===== src/rtl/irq_src_pkg.sv =====
package irq_src_pkg;

  // Index fields in the strobe struct are sized for up to 256 sources.
  localparam int IDX_CAP_W = 8;
  localparam logic [7:0] PRIO_MASKED = 8'hFF;

  typedef enum logic [1:0] {
    OP_SET = 2'd0,
    OP_GET = 2'd1,
    OP_OFF = 2'd2,
    OP_ON  = 2'd3
  } cmd_op_e;

  // Strobes from the sequencer to the per-source state.
  typedef struct packed {
    logic                 loadEn;   // source loadIdx moves into the offer register
    logic [IDX_CAP_W-1:0] loadIdx;
    logic                 scanEn;   // resend scan visits scanIdx this cycle
    logic [IDX_CAP_W-1:0] scanIdx;
    logic                 wrEn;     // command write to wrIdx
    logic [IDX_CAP_W-1:0] wrIdx;
    logic [7:0]           wrPrio;
    logic [7:0]           wrSaved;
  } src_strobe_t;

endpackage


===== src/rtl/irq_src_state.sv =====
module irq_src_state
  import irq_src_pkg::*;
#(
  parameter int NUM_SRC = 8,
  parameter int BASE    = 16,
  parameter int NUM_W   = 10,
  parameter int SRV_W   = 2,
  parameter logic [NUM_SRC-1:0] LEVEL_MASK = '0
) (
  input  logic                 clk,
  input  logic                 rst_n,
  input  src_strobe_t          strb,
  input  logic [SRV_W-1:0]     wrSrv,
  input  logic [NUM_SRC-1:0]   edgeFire,
  input  logic [NUM_SRC-1:0]   lvlIn,
  input  logic                 rejValid,
  input  logic [NUM_W-1:0]     rejNum,
  input  logic                 eoiValid,
  input  logic [NUM_W-1:0]     eoiNum,
  input  logic [IDX_CAP_W-1:0] rdIdx,
  output logic [SRV_W-1:0]     rdSrv,
  output logic [7:0]           rdPrio,
  output logic [7:0]           rdSaved,
  output logic                 reqAny,
  output logic [IDX_CAP_W-1:0] reqIdx,
  output logic [SRV_W-1:0]     reqSrv,
  output logic [7:0]           reqPrio
);

  localparam logic [NUM_W-1:0] LO_NUM = NUM_W'(BASE);
  localparam logic [NUM_W-1:0] HI_NUM = NUM_W'(BASE + NUM_SRC);

  logic                 rejOk, eoiOk;
  logic [IDX_CAP_W-1:0] rejIdx, eoiIdx;

  assign rejOk  = rejValid && (rejNum >= LO_NUM) && (rejNum < HI_NUM);
  assign eoiOk  = eoiValid && (eoiNum >= LO_NUM) && (eoiNum < HI_NUM);
  assign rejIdx = IDX_CAP_W'(rejNum - LO_NUM);
  assign eoiIdx = IDX_CAP_W'(eoiNum - LO_NUM);

  logic [NUM_SRC-1:0][SRV_W-1:0] srvArr;
  logic [NUM_SRC-1:0][7:0]       prioArr;
  logic [NUM_SRC-1:0][7:0]       savedArr;
  logic [NUM_SRC-1:0]            reqVec;

  for (genvar i = 0; i < NUM_SRC; i++) begin : g_src
    localparam bit IS_LVL = LEVEL_MASK[i];
    localparam logic [IDX_CAP_W-1:0] MY_IDX = IDX_CAP_W'(i);

    logic [SRV_W-1:0] srvQ, srvD;
    logic [7:0]       prioQ, prioD, savedQ, savedD;
    logic             rejQ, rejD, sentQ, sentD, asrtQ, asrtD, mpQ, mpD, qdQ, qdD;
    logic             recheck;
    logic             wrHit, loadHit, scanHit, rejHit, eoiHit;

    assign wrHit   = strb.wrEn   && (strb.wrIdx   == MY_IDX);
    assign loadHit = strb.loadEn && (strb.loadIdx == MY_IDX);
    assign scanHit = strb.scanEn && (strb.scanIdx == MY_IDX);
    assign rejHit  = rejOk && (rejIdx == MY_IDX);
    assign eoiHit  = eoiOk && (eoiIdx == MY_IDX);

    always_comb begin
      srvD    = srvQ;
      prioD   = prioQ;
      savedD  = savedQ;
      rejD    = rejQ;
      sentD   = sentQ;
      asrtD   = asrtQ;
      mpD     = mpQ;
      qdD     = qdQ;
      recheck = 1'b0;

      // Moving into the offer register consumes the queued request.
      if (loadHit) qdD = 1'b0;

      if (wrHit) begin
        srvD   = wrSrv;
        prioD  = strb.wrPrio;
        savedD = strb.wrSaved;
        if (IS_LVL) begin
          recheck = 1'b1;
          if (qdD && strb.wrPrio == PRIO_MASKED) begin
            qdD   = 1'b0;
            sentD = 1'b0;
          end
        end else begin
          if (mpD && strb.wrPrio != PRIO_MASKED) begin
            mpD = 1'b0;
            qdD = 1'b1;
          end else if (qdD && strb.wrPrio == PRIO_MASKED) begin
            qdD = 1'b0;
            mpD = 1'b1;
          end
        end
      end

      if (rejHit) begin
        rejD  = 1'b1;
        sentD = 1'b0;
      end

      if (eoiHit && IS_LVL) sentD = 1'b0;

      if (IS_LVL) begin
        asrtD = lvlIn[i];
        if (lvlIn[i] != asrtQ) recheck = 1'b1;
      end else if (edgeFire[i]) begin
        if (prioD == PRIO_MASKED) mpD = 1'b1;
        else                      qdD = 1'b1;
      end

      if (scanHit) begin
        if (IS_LVL) begin
          recheck = 1'b1;
        end else if (rejD) begin
          rejD = 1'b0;
          if (prioD != PRIO_MASKED) qdD = 1'b1;
        end
      end

      if (IS_LVL && recheck && prioD != PRIO_MASKED && asrtD && !sentD) begin
        sentD = 1'b1;
        qdD   = 1'b1;
      end
    end

    always_ff @(posedge clk or negedge rst_n) begin
      if (!rst_n) begin
        srvQ   <= '0;
        prioQ  <= PRIO_MASKED;
        savedQ <= PRIO_MASKED;
        rejQ   <= 1'b0;
        sentQ  <= 1'b0;
        asrtQ  <= 1'b0;
        mpQ    <= 1'b0;
        qdQ    <= 1'b0;
      end else begin
        srvQ   <= srvD;
        prioQ  <= prioD;
        savedQ <= savedD;
        rejQ   <= rejD;
        sentQ  <= sentD;
        asrtQ  <= asrtD;
        mpQ    <= mpD;
        qdQ    <= qdD;
      end
    end

    assign srvArr[i]   = srvQ;
    assign prioArr[i]  = prioQ;
    assign savedArr[i] = savedQ;
    assign reqVec[i]   = qdQ && (prioQ != PRIO_MASKED);

    if (!IS_LVL) begin : g_edgeChk
      // a fire on a masked edge source is remembered, not offered
      assert_masked_fire_R3: assert property (@(posedge clk) disable iff (!rst_n)
        edgeFire[i] && (prioQ == PRIO_MASKED) && !wrHit |=> mpQ && !qdQ);
    end
  end

  // Lowest index wins: scan from the top so the lowest hit is written last.
  always_comb begin
    reqAny  = 1'b0;
    reqIdx  = '0;
    reqSrv  = '0;
    reqPrio = PRIO_MASKED;
    for (int i = NUM_SRC - 1; i >= 0; i--) begin
      if (reqVec[i]) begin
        reqAny  = 1'b1;
        reqIdx  = IDX_CAP_W'(i);
        reqSrv  = srvArr[i];
        reqPrio = prioArr[i];
      end
    end
  end

  always_comb begin
    rdSrv   = '0;
    rdPrio  = PRIO_MASKED;
    rdSaved = PRIO_MASKED;
    for (int i = 0; i < NUM_SRC; i++) begin
      if (rdIdx == IDX_CAP_W'(i)) begin
        rdSrv   = srvArr[i];
        rdPrio  = prioArr[i];
        rdSaved = savedArr[i];
      end
    end
  end

endmodule


===== src/rtl/irq_src_seq.sv =====
module irq_src_seq
  import irq_src_pkg::*;
#(
  parameter int NUM_SRC     = 8,
  parameter int BASE        = 16,
  parameter int NUM_W       = 10,
  parameter int SRV_W       = 2,
  parameter int NUM_SERVERS = 3
) (
  input  logic                 clk,
  input  logic                 rst_n,
  input  logic                 cmdValid,
  input  logic [1:0]           cmdOp,
  input  logic [NUM_W-1:0]     cmdNum,
  input  logic [SRV_W-1:0]     cmdServer,
  input  logic [8:0]           cmdPrio,
  input  logic                 resendReq,
  input  logic                 offReady,
  input  logic                 reqAny,
  input  logic [IDX_CAP_W-1:0] reqIdx,
  input  logic [SRV_W-1:0]     reqSrv,
  input  logic [7:0]           reqPrio,
  input  logic [SRV_W-1:0]     rdSrv,
  input  logic [7:0]           rdPrio,
  input  logic [7:0]           rdSaved,
  output src_strobe_t          strb,
  output logic [SRV_W-1:0]     wrSrv,
  output logic [IDX_CAP_W-1:0] rdIdx,
  output logic                 offValid,
  output logic [NUM_W-1:0]     offNum,
  output logic [SRV_W-1:0]     offServer,
  output logic [7:0]           offPrio,
  output logic                 rspValid,
  output logic                 rspErr,
  output logic [SRV_W-1:0]     rspServer,
  output logic [7:0]           rspPrio
);

  localparam logic [NUM_W-1:0]     LO_NUM  = NUM_W'(BASE);
  localparam logic [NUM_W-1:0]     HI_NUM  = NUM_W'(BASE + NUM_SRC);
  localparam logic [SRV_W:0]       SRV_LIM = (SRV_W + 1)'(NUM_SERVERS);
  localparam logic [IDX_CAP_W-1:0] LAST_IX = IDX_CAP_W'(NUM_SRC - 1);

  cmd_op_e              op;
  logic                 numOk, srvOk, prioOk, cmdErr, slotFree;
  logic                 scanOn;
  logic [IDX_CAP_W-1:0] scanIdx;

  assign op       = cmd_op_e'(cmdOp);
  assign numOk    = (cmdNum >= LO_NUM) && (cmdNum < HI_NUM);
  assign srvOk    = {1'b0, cmdServer} < SRV_LIM;
  assign prioOk   = !cmdPrio[8];
  assign cmdErr   = !numOk || ((op == OP_SET) && !(srvOk && prioOk));
  assign rdIdx    = IDX_CAP_W'(cmdNum - LO_NUM);
  assign slotFree = !offValid || offReady;

  always_comb begin
    strb         = '0;
    strb.loadEn  = reqAny && slotFree;
    strb.loadIdx = reqIdx;
    strb.scanEn  = scanOn && slotFree;
    strb.scanIdx = scanIdx;
    strb.wrEn    = cmdValid && !cmdErr && (op != OP_GET);
    strb.wrIdx   = rdIdx;
    wrSrv        = rdSrv;
    case (op)
      OP_SET: begin
        wrSrv        = cmdServer;
        strb.wrPrio  = cmdPrio[7:0];
        strb.wrSaved = cmdPrio[7:0];
      end
      OP_OFF: begin
        strb.wrPrio  = PRIO_MASKED;
        strb.wrSaved = rdPrio;
      end
      OP_ON: begin
        strb.wrPrio  = rdSaved;
        strb.wrSaved = rdSaved;
      end
      default: begin
        strb.wrPrio  = rdPrio;
        strb.wrSaved = rdSaved;
      end
    endcase
  end

  always_ff @(posedge clk or negedge rst_n) begin
    if (!rst_n) begin
      offValid  <= 1'b0;
      offNum    <= '0;
      offServer <= '0;
      offPrio   <= '0;
      scanOn    <= 1'b0;
      scanIdx   <= '0;
      rspValid  <= 1'b0;
      rspErr    <= 1'b0;
      rspServer <= '0;
      rspPrio   <= '0;
    end else begin
      if (slotFree) begin
        offValid <= reqAny;
        if (reqAny) begin
          offNum    <= NUM_W'(reqIdx) + LO_NUM;
          offServer <= reqSrv;
          offPrio   <= reqPrio;
        end
      end

      if (resendReq) begin
        scanOn  <= 1'b1;
        scanIdx <= '0;
      end else if (strb.scanEn) begin
        if (scanIdx == LAST_IX) scanOn <= 1'b0;
        else                    scanIdx <= scanIdx + 1'b1;
      end

      rspValid <= cmdValid;
      rspErr   <= cmdValid && cmdErr;
      if (cmdValid && !cmdErr && (op == OP_GET)) begin
        rspServer <= rdSrv;
        rspPrio   <= rdPrio;
      end else begin
        rspServer <= '0;
        rspPrio   <= '0;
      end
    end
  end

  // an unaccepted offer does not move
  assert_offer_hold_R10: assert property (@(posedge clk) disable iff (!rst_n)
    offValid && !offReady |=> offValid && $stable(offNum) && $stable(offServer) && $stable(offPrio));

  // masked priority never reaches the offer port
  assert_offer_unmasked_R10: assert property (@(posedge clk) disable iff (!rst_n)
    offValid |-> offPrio != PRIO_MASKED);

  // one response per command, one cycle later
  assert_rsp_follows_R11: assert property (@(posedge clk) disable iff (!rst_n)
    cmdValid |=> rspValid);
  assert_rsp_quiet_R11: assert property (@(posedge clk) disable iff (!rst_n)
    !cmdValid |=> !rspValid);

  // an out-of-range number always errors
  assert_bad_num_R1: assert property (@(posedge clk) disable iff (!rst_n)
    cmdValid && ((cmdNum < LO_NUM) || (cmdNum >= HI_NUM)) |=> rspErr);

  // the scan pauses while an offer waits
  assert_scan_pause_R6: assert property (@(posedge clk) disable iff (!rst_n)
    scanOn && offValid && !offReady && !resendReq |=> scanOn && $stable(scanIdx));

endmodule


===== src/rtl/irq_source_ctl.sv =====
module irq_source_ctl
  import irq_src_pkg::*;
#(
  parameter int NUM_SRC     = 8,
  parameter int BASE        = 16,
  parameter int NUM_W       = 10,
  parameter int SRV_W       = 2,
  parameter int NUM_SERVERS = 3,
  parameter logic [NUM_SRC-1:0] LEVEL_MASK =
    {{(NUM_SRC - NUM_SRC/2){1'b1}}, {(NUM_SRC/2){1'b0}}}
) (
  input  logic               clk,
  input  logic               rst_n,
  input  logic [NUM_SRC-1:0] edgeFire,
  input  logic [NUM_SRC-1:0] lvlIn,
  input  logic               rejValid,
  input  logic [NUM_W-1:0]   rejNum,
  input  logic               eoiValid,
  input  logic [NUM_W-1:0]   eoiNum,
  input  logic               resendReq,
  input  logic               offReady,
  output logic               offValid,
  output logic [NUM_W-1:0]   offNum,
  output logic [SRV_W-1:0]   offServer,
  output logic [7:0]         offPrio,
  input  logic               cmdValid,
  input  logic [1:0]         cmdOp,
  input  logic [NUM_W-1:0]   cmdNum,
  input  logic [SRV_W-1:0]   cmdServer,
  input  logic [8:0]         cmdPrio,
  output logic               rspValid,
  output logic               rspErr,
  output logic [SRV_W-1:0]   rspServer,
  output logic [7:0]         rspPrio
);

  src_strobe_t          strb;
  logic [SRV_W-1:0]     wrSrv, rdSrv, reqSrv;
  logic [IDX_CAP_W-1:0] rdIdx, reqIdx;
  logic [7:0]           rdPrio, rdSaved, reqPrio;
  logic                 reqAny;

  irq_src_state #(
    .NUM_SRC(NUM_SRC), .BASE(BASE), .NUM_W(NUM_W), .SRV_W(SRV_W), .LEVEL_MASK(LEVEL_MASK)
  ) u_state (
    .clk(clk), .rst_n(rst_n), .strb(strb), .wrSrv(wrSrv),
    .edgeFire(edgeFire), .lvlIn(lvlIn),
    .rejValid(rejValid), .rejNum(rejNum), .eoiValid(eoiValid), .eoiNum(eoiNum),
    .rdIdx(rdIdx), .rdSrv(rdSrv), .rdPrio(rdPrio), .rdSaved(rdSaved),
    .reqAny(reqAny), .reqIdx(reqIdx), .reqSrv(reqSrv), .reqPrio(reqPrio)
  );

  irq_src_seq #(
    .NUM_SRC(NUM_SRC), .BASE(BASE), .NUM_W(NUM_W), .SRV_W(SRV_W), .NUM_SERVERS(NUM_SERVERS)
  ) u_seq (
    .clk(clk), .rst_n(rst_n),
    .cmdValid(cmdValid), .cmdOp(cmdOp), .cmdNum(cmdNum), .cmdServer(cmdServer), .cmdPrio(cmdPrio),
    .resendReq(resendReq), .offReady(offReady),
    .reqAny(reqAny), .reqIdx(reqIdx), .reqSrv(reqSrv), .reqPrio(reqPrio),
    .rdSrv(rdSrv), .rdPrio(rdPrio), .rdSaved(rdSaved),
    .strb(strb), .wrSrv(wrSrv), .rdIdx(rdIdx),
    .offValid(offValid), .offNum(offNum), .offServer(offServer), .offPrio(offPrio),
    .rspValid(rspValid), .rspErr(rspErr), .rspServer(rspServer), .rspPrio(rspPrio)
  );

endmodule


===== config.mk =====
export PLATFORM = sky130hd
export DESIGN_NAME = irq_source_ctl
export DESIGN_NICKNAME = d
export VERILOG_FILES = /design/src/rtl/irq_src_pkg.sv /design/src/rtl/irq_src_state.sv /design/src/rtl/irq_src_seq.sv /design/src/rtl/irq_source_ctl.sv
export SDC_FILE = /design/constraint.sdc
export NUM_CORES = 1
export LEC_CHECK = 0
export ABC_AREA = 1
export BUFFER_PORTS_ARGS = -buffer_cell sky130_fd_sc_hd__buf_4
export CORE_AREA = 2 2 200 202
export DETAILED_ROUTE_END_ITERATION = 8
export DIE_AREA = 0 0 202 204
export HOLD_SLACK_MARGIN = 0.02
export SYNTH_ARGS = -nofsm -noshare
export SYNTH_HDL_FRONTEND = slang
export SYNTH_SLANG_ARGS = --single-unit

===== constraint.sdc =====
create_clock -name clk -period 4.4 [get_ports clk]
set_input_delay 0.22 -clock clk [delete_from_list [all_inputs] [get_ports clk]]
set_output_delay 0.22 -clock clk [all_outputs]
set_load 0.02 [all_outputs]

# [Word-level counts from Yosys, hierarchy flattened]
# Index checks and enable logic that the tools add are counted.
# W data, S select, Z words.
[word_totals] reg_bits=210 inputBits=66 output_inout_bits=33 wordCells=421
[classes] addsub=5 order_cmp=7 eq_ne=63 muxes=186 reduce_logical=102
[op_table] operator="$mux W8" count=36
[op_table] operator="$ne A8 B8 Y1 const B" count=17
[op_table] operator="$eq A8 B3 Y1 const B" count=16
[op_table] operator="$mux W1" count=123
[op_table] operator="$logic_and A1 B1 Y1" count=81
[op_table] operator="$eq A8 B2 Y1 const B" count=6
[op_table] operator="$pmux W16 S3" count=1
[op_table] operator="$eq A8 B8 Y1 const B" count=5
[op_table] operator="$mux W2" count=18
[op_table] operator="$logic_not A8 Y1" count=4
[op_table] operator="$ge A10 B5 Y1 const B" count=3
[op_table] operator="$lt A10 B5 Y1 const B" count=3
[op_table] operator="$eq A8 B1 Y1 const B" count=3
[op_table] operator="$mux W3" count=8
[op_table] operator="$sub A8 B5 Y8 const B" count=3
[op_table] operator="$eq A3 B3 Y1 const B" count=4
[op_table] operator="$logic_not A1 Y1" count=9
[op_table] operator="$add A8 B1 Y8 const B" count=1
[op_table] operator="$add A3 B5 Y6 const B" count=1
[op_table] operator="$eq A3 B2 Y1 const B" count=2
[op_table] operator="$reduce_and A2 Y1" count=3
[op_table] operator="$eq A2 B2 Y1 const B" count=2
[op_table] operator="$ne A1 B1 Y1" count=4
[op_table] operator="$reduce_bool A2 Y1" count=2
[op_table] operator="other kinds (7)" count=8

# [Logic depth before layout (Yosys ltp)]
[logic_depth] word_depth=22 depth_mapped=20 mapped_depth_nobuf=19

# [By module]
# Synthesis repeated with hierarchy kept, for this count alone.
[unflattened] cells_unflattened=1610 area_unflattened_um2=11861.4
[modules_own_cells] mod="irq_src_state" n_inst=1 cells_each=1306 area_per_inst_um2=9484.1 seq_area_each_um2=4364.2
[modules_own_cells] mod="irq_src_seq" n_inst=1 cells_each=304 area_per_inst_um2=2377.3 seq_area_each_um2=1026.0

# [Worst setup path after synthesis]
# Ideal clock, no wire load.
[synth_path] path_type="flip-flop to flip-flop" start="reg u_state.g_src[6].prioQ[4]" end="reg u_seq.offPrio[2]" setup_time_ns=0.117 arrival_ns=2.125 required_time_ns=4.283 slack_ns=2.158 stages_incl_launch_ff=14 path_buffers=2 synth_period_minus_slack_ns=2.242 cell_sequence="dfstp_2 > inv_1 > nor3_1 > nand4_1 > nand2_1 > clkbuf_1 > nand2_1 > nor3_1 > a21oi_1 > inv_1 > clkbuf_1 > a21oi_1 > nand2_1 > nand2_1"
[synth_between] elab_chain_cells=10 elab_cells_between_ends=17 classes_between="eq/ne (1); mux (14); reduce/logical (2)"
[synth_rtl] item="start: declaration" line="irq_src_state.sv:51" source="logic [7:0] prioQ, prioD, savedQ, savedD;"
[synth_rtl] item="start signal: assignment" line="irq_src_state.sv:139" source="prioQ <= prioD;"
[synth_rtl] item="$ne A8 B8 Y1 *" line="irq_src_state.sv:152" source="assign reqVec[i] = qdQ && (prioQ != PRIO_MASKED);"
[synth_rtl] item="$logic_and A1 B1 Y1 *" line="irq_src_state.sv:152"
[synth_rtl] item="$mux W1 (7 in series)" line="irq_src_state.sv:168" source="if (reqVec[i]) begin"
[synth_rtl] item="$reduce_and A2 Y1 (no line)"
[synth_rtl] item="end signal: assignment" line="irq_src_seq.sv:105" source="offPrio <= reqPrio;"
[synth_rtl] item="end: declaration" line="irq_src_seq.sv:32" source="output logic [7:0] offPrio,"
# Every way passes the cells marked *; elsewhere a longest branch is shown, timed or not.
# A chain may end at the register's enable or synchronous reset.

# [Worst setup path after layout]
[layout_path] start="reg u_state.g_src[5].prioQ[1]" end="reg u_seq.offServer[0]"
[layout_between] elab_chain_cells=9 elab_cells_between_ends=15 classes_between="eq/ne (1); mux (12); reduce/logical (2)"
[layout_rtl] item="start: declaration" line="irq_src_state.sv:51"
[layout_rtl] item="start signal: assignment" line="irq_src_state.sv:139"
[layout_rtl] item="$ne A8 B8 Y1 *" line="irq_src_state.sv:152"
[layout_rtl] item="$logic_and A1 B1 Y1 *" line="irq_src_state.sv:152"
[layout_rtl] item="$mux W1 (6 in series)" line="irq_src_state.sv:168"
[layout_rtl] item="$reduce_and A2 Y1 (no line)"
[layout_rtl] item="end signal: assignment" line="irq_src_seq.sv:104" source="offServer <= reqSrv;"
[layout_rtl] item="end: declaration" line="irq_src_seq.sv:31" source="output logic [SRV_W-1:0] offServer,"
# Marks and branches as above.

==> metrics.md <==
| Metric | Value |
|---|---|
| Outcome | `complete, no violations` |
| Hold WC Path Type | `primary input to register` |
| Mapped cell area | `11640 um^2` |
| # diodes | `0` |
| Switching share of power | `between 20% and 30%` |
| Clock tree sinks | `204` |
| DR WL/cell | `17.22 um` |
| Routability Congestion | `between 0.9 and 1` |
| Synth Area in Adders | `less than 1%` |
| Comb pwr share | `roughly 11%` |
| Reg-to-reg setup timing slack | `1030 ps` |
| H-Tree Depth | `1` |
| Cell-internal power | `3.322 mW` |
| Period Utilization, post-route | `76.50%` |
| Fin. Hold Viols | `0` |
| Crit path required time | `4840 ps` |
| Number of port buffers | `84` |
| Setup bufs post-CTS | `0` |
| Yosys warnings | `0` |
| Largest net degree at the start of global routing | `115` |
| Seq. cell area | `about 5300 um^2` |
| CTS tree | `built` |
| Site row count | `73` |
| Gr ovfl total | `0` |
| Inst Count DP | `2141` |
| Core area | `39180 um^2` |
| Initial core utilization | `29.70%` |
| Syn avg cell area | `around 7.5 um^2` |
| Netlist cell types | `56` |
| Data arrival, critical path | `3810 ps` |
| Post-Synthesis Cells | `1555` |
| Max-cap violations | `0` |
| Setup ws final | `approximately 1000 ps` |
| Final antenna-violating net count | `0` |
| Nets@finish | `1724` |
| Post-synthesis mux area share | `0.1828%` |
| Clk pwr share | `46.0%` |
| Avg Vias per Cell | `4.894` |
| Sw power | `1.177 mW` |
| Max_slew headroom | `30.52%` |
| Simple-gate share of the synthesized area | `between 30 and 40%` |
| Pre-CTS setup slack | `986.3 ps` |
| Clk slew on worst S/H paths | `60 ps` |
| Multi-input gate area | `5395 um^2` |
| Initial DRT Pass Iterations | `8` |
| Post-DP HPWL | `approximately 28 mm` |
| Register share of total power | `42.9%` |
| CP startpoint kind | `register` |
| Setup TNS | `0 ps` |
| Longest Clk Path Bufs | `3` |
| Min Tclk post-route | `3366 ps` |
| TritonCTS Buffers | `25` |
| Sequential fraction of the synthesis area | `45.24%` |
| CP endpoint kind | `register` |
| Post-Synth XOR/XNOR Area | `0%` |
| Initial DRC count | `1040` |
| Peak Freq | `0.2971 GHz` |
| Share of layout cells above drive strength 1 | `21.23%` |
| Initial antenna violation count | `0` |
| #FFs+latches synth | `204` |
| Count of pins over their slew limit | `0` |
| Slew @ Worst Pin | `about 1000 ps` |
| DRC violations left | `0` |
| Endpoints failing setup | `0` |
| GRT Overall Usage | `18.14%` |
| Vias in the first global route | `10350` |
| Post-synth EDFFs | `0` |
| Vias | `roughly 11000` |
| Area Overhead vs Synth | `18.34%` |
| Clk_lat worst skew | `between 500 and 600 ps` |
| Worst VDD drop | `273.7 uV` |
| Die Y | `about 200 um` |
| Root buf cell | `clkbuf_16` |
| Clk_skew | `10.25 ps` |
| Final wirelength | `37.83 mm` |
| Min Hold Slack | `63.84 ps` |
| Unrepaired setup endpoints after global routing | `false` |
| Crit-path max FO | `24` |
| Die area | `41210 um^2` |
| Compound-Gate Fraction of Synth Area | `12.95%` |
| Synth async-reset ratio | `100.0%` |
| Number of fill cells | `4099` |
| Ys flop type | `dfstp_2` |
| Total power | `between 4 and 5 mW` |
| Largest family of logic cells by synthesized area | `simple AND/OR/NAND/NOR gates` |
| Die width | `202 um` |
| Kind of critical path | `register to register` |
| Lkg Pwr | `6.197 nW` |
| Wire length of the first global-routing pass | `58.75 mm` |
| Ports | `99` |
| Post-route insts no fill | `2197` |
| Power density cells | `between 300 and 400 nW/um^2` |
-- sequential cells by signal (all words and copies together), names as in the netlist, 4 cells and up --
name / count
u_state.g_src.rejQ: 4
u_seq.rspPrio: 8
u_state.g_src.mpQ: 4
u_state.g_src.srvQ: 16
u_state.g_src.prioQ: 64
u_state.g_src.qdQ: 8
u_state.g_src.asrtQ: 4
u_seq.offPrio: 8
u_state.g_src.savedQ: 64
u_seq.offNum: 4
u_state.g_src.sentQ: 4
u_seq.scanIdx: 8
-- path summary, 6_finish.rpt --
check,from,endpoint,cells after the start
setup / recovery,u_state.g_src[5].prioQ[1]$_DFF_PN1_,u_seq.offServer[0]$_DFFE_PN0P_,10
hold / removal,rejNum[0],u_state.g_src[3].rejQ$_DFF_PN0_,3
setup reg to reg,u_state.g_src[5].prioQ[1]$_DFF_PN1_,u_seq.offServer[0]$_DFFE_PN0P_,10
hold reg to reg,u_state.g_src[5].savedQ[5]$_DFFE_PN1P_,u_state.g_src[5].savedQ[5]$_DFFE_PN1P_,2
max in group asynchronous,rst_n,u_state.g_src[2].savedQ[6]$_DFFE_PN1P_,3
min in group asynchronous,rst_n,u_seq.rspServer[0]$_DFF_PN0_,2
-- per-layer routing --
layer | global-route usage [%] | vias to the layer above | wire (um)
li1 | - | 5237 | -
met1 | 25.27 | 5096 | 17200
met2 | 29.14 | 363 | 17060
met3 | 2.822 | 57 | 2608
met4 | 5.226 | 0 | 965
met5 | 0 | - | 0
-- cell type report --
cell class | instances | area share (%)
clock buffers | 39 | 5.360
clock inverters | 6 | 0.5814
inverters | 205 | 5.596
multi-input cells | 1107 | 39.17
flip-flops and latches | 204 | 38.23
well taps | 525 | 4.769
repair buffers | 111 | 6.295
-- synth_stat cells, types with 3 or more instances --
cell type  number  area [um^2]
o21ai_1        36        180.2
nor2_4          7        78.83
a211oi_1        9        67.56
a21oi_1        27        135.1
o2111ai_1       5        43.79
nor2_2         10        62.56
nor4_1          4        25.02
nor2_1        110        412.9
buf_4           8        60.06
nand3_2        10        100.1
dfstp_2       128         3363
nand3_1        87        435.4
o21a_1         10        75.07
o21bai_1        5        37.54
a31oi_1         8        50.05
nor3b_1         6        45.04
o211ai_1       13        97.59
buf_6           3        33.78
clkinv_1        3        11.26
inv_2          15        56.30
buf_2           7        35.03
or2_2          11        68.82
o221ai_1       10        87.58
dfrtp_1        76         1902
clkbuf_1       25        93.84
nand3b_1        7        52.55
ha_1            4        50.05
nand4_1        33        206.5
inv_1         186        698.2
nand2_2        13        81.33
nor3_2          6        60.06
nand2_4         6        67.56
o21ai_0       128        640.6
nor3_1         20        100.1
nand2_1       488         1832
-- placed cells by master (no fill, tap or decap), types with 6 or more instances in the layout --
cell type | netlist | final
a211oi_1 | 9 | 9
a21oi_1 | 27 | 27
a31oi_1 | 8 | 8
buf_4 | 8 | 99
clkbuf_1 | 25 | 8
clkbuf_16 | 0 | 25
clkbuf_8 | 0 | 7
conb_1 | 1 | 6
dfrtp_1 | 76 | 76
dfstp_2 | 128 | 128
dlygate4sd3_1 | 0 | 11
inv_1 | 186 | 186
inv_2 | 15 | 15
nand2_1 | 488 | 488
nand2_2 | 13 | 13
nand2_4 | 6 | 6
nand3_1 | 87 | 87
nand3_2 | 10 | 10
nand3b_1 | 7 | 7
nand4_1 | 33 | 33
nor2_1 | 110 | 110
nor2_2 | 10 | 10
nor2_4 | 7 | 7
nor3_1 | 20 | 20
nor3_2 | 6 | 6
nor3b_1 | 6 | 6
o211ai_1 | 13 | 13
o21a_1 | 10 | 10
o21ai_0 | 128 | 128
o21ai_1 | 36 | 36
o221ai_1 | 10 | 10
or2_2 | 11 | 11
-- logic make-up after synthesis --
logic type	after synthesis
flip-flops	204
AND/OR/NAND/NOR	833
AO/OA/AOI/OAI	262
buffers and inverters	249
other	1
multiplexers	2
adder cells (fa/ha/maj)	4
-- per-stage QoR --
step / area (um^2) / utilization [%]
5_1_grt: 13770 / 35.15
4_1_cts: 13770 / 35.15
2_1_floorplan: 11660 / -
3_3_place_gp: 12840 / 32.78
3_5_place_dp: 12840 / 32.78
6_report: 13770 / 35.15
-- worst max-delay path, stage by stage, from the launching register on --
cell and delay [ps]:
dfstp_2 580, nand4_1 170, or2_2 330, nand2_1 60, buf_4 250, inv_1 160, nor3_1 480, a21oi_1 320
inv_1 640, a311oi_1 100, a21oi_1 180
-- power groups by stage --
stage                     Combinational (mW)  Clock, mW  Sequential (mW)
after global routing                   0.549       2.18             1.93
after CTS                              0.497       2.10             1.93
final                                  0.500       2.07             1.93
after floorplan                        0.238          0             1.98
after global placement                 0.484          0             1.96
after detailed placement               0.488          0             1.96
-- timing repair --
action,4_1_cts,5_1_grt
hold endpoints to repair,54,0
hold buffers,11,0
resized for setup,0,0
No activity file was read; power rests on OpenSTA's default activity.
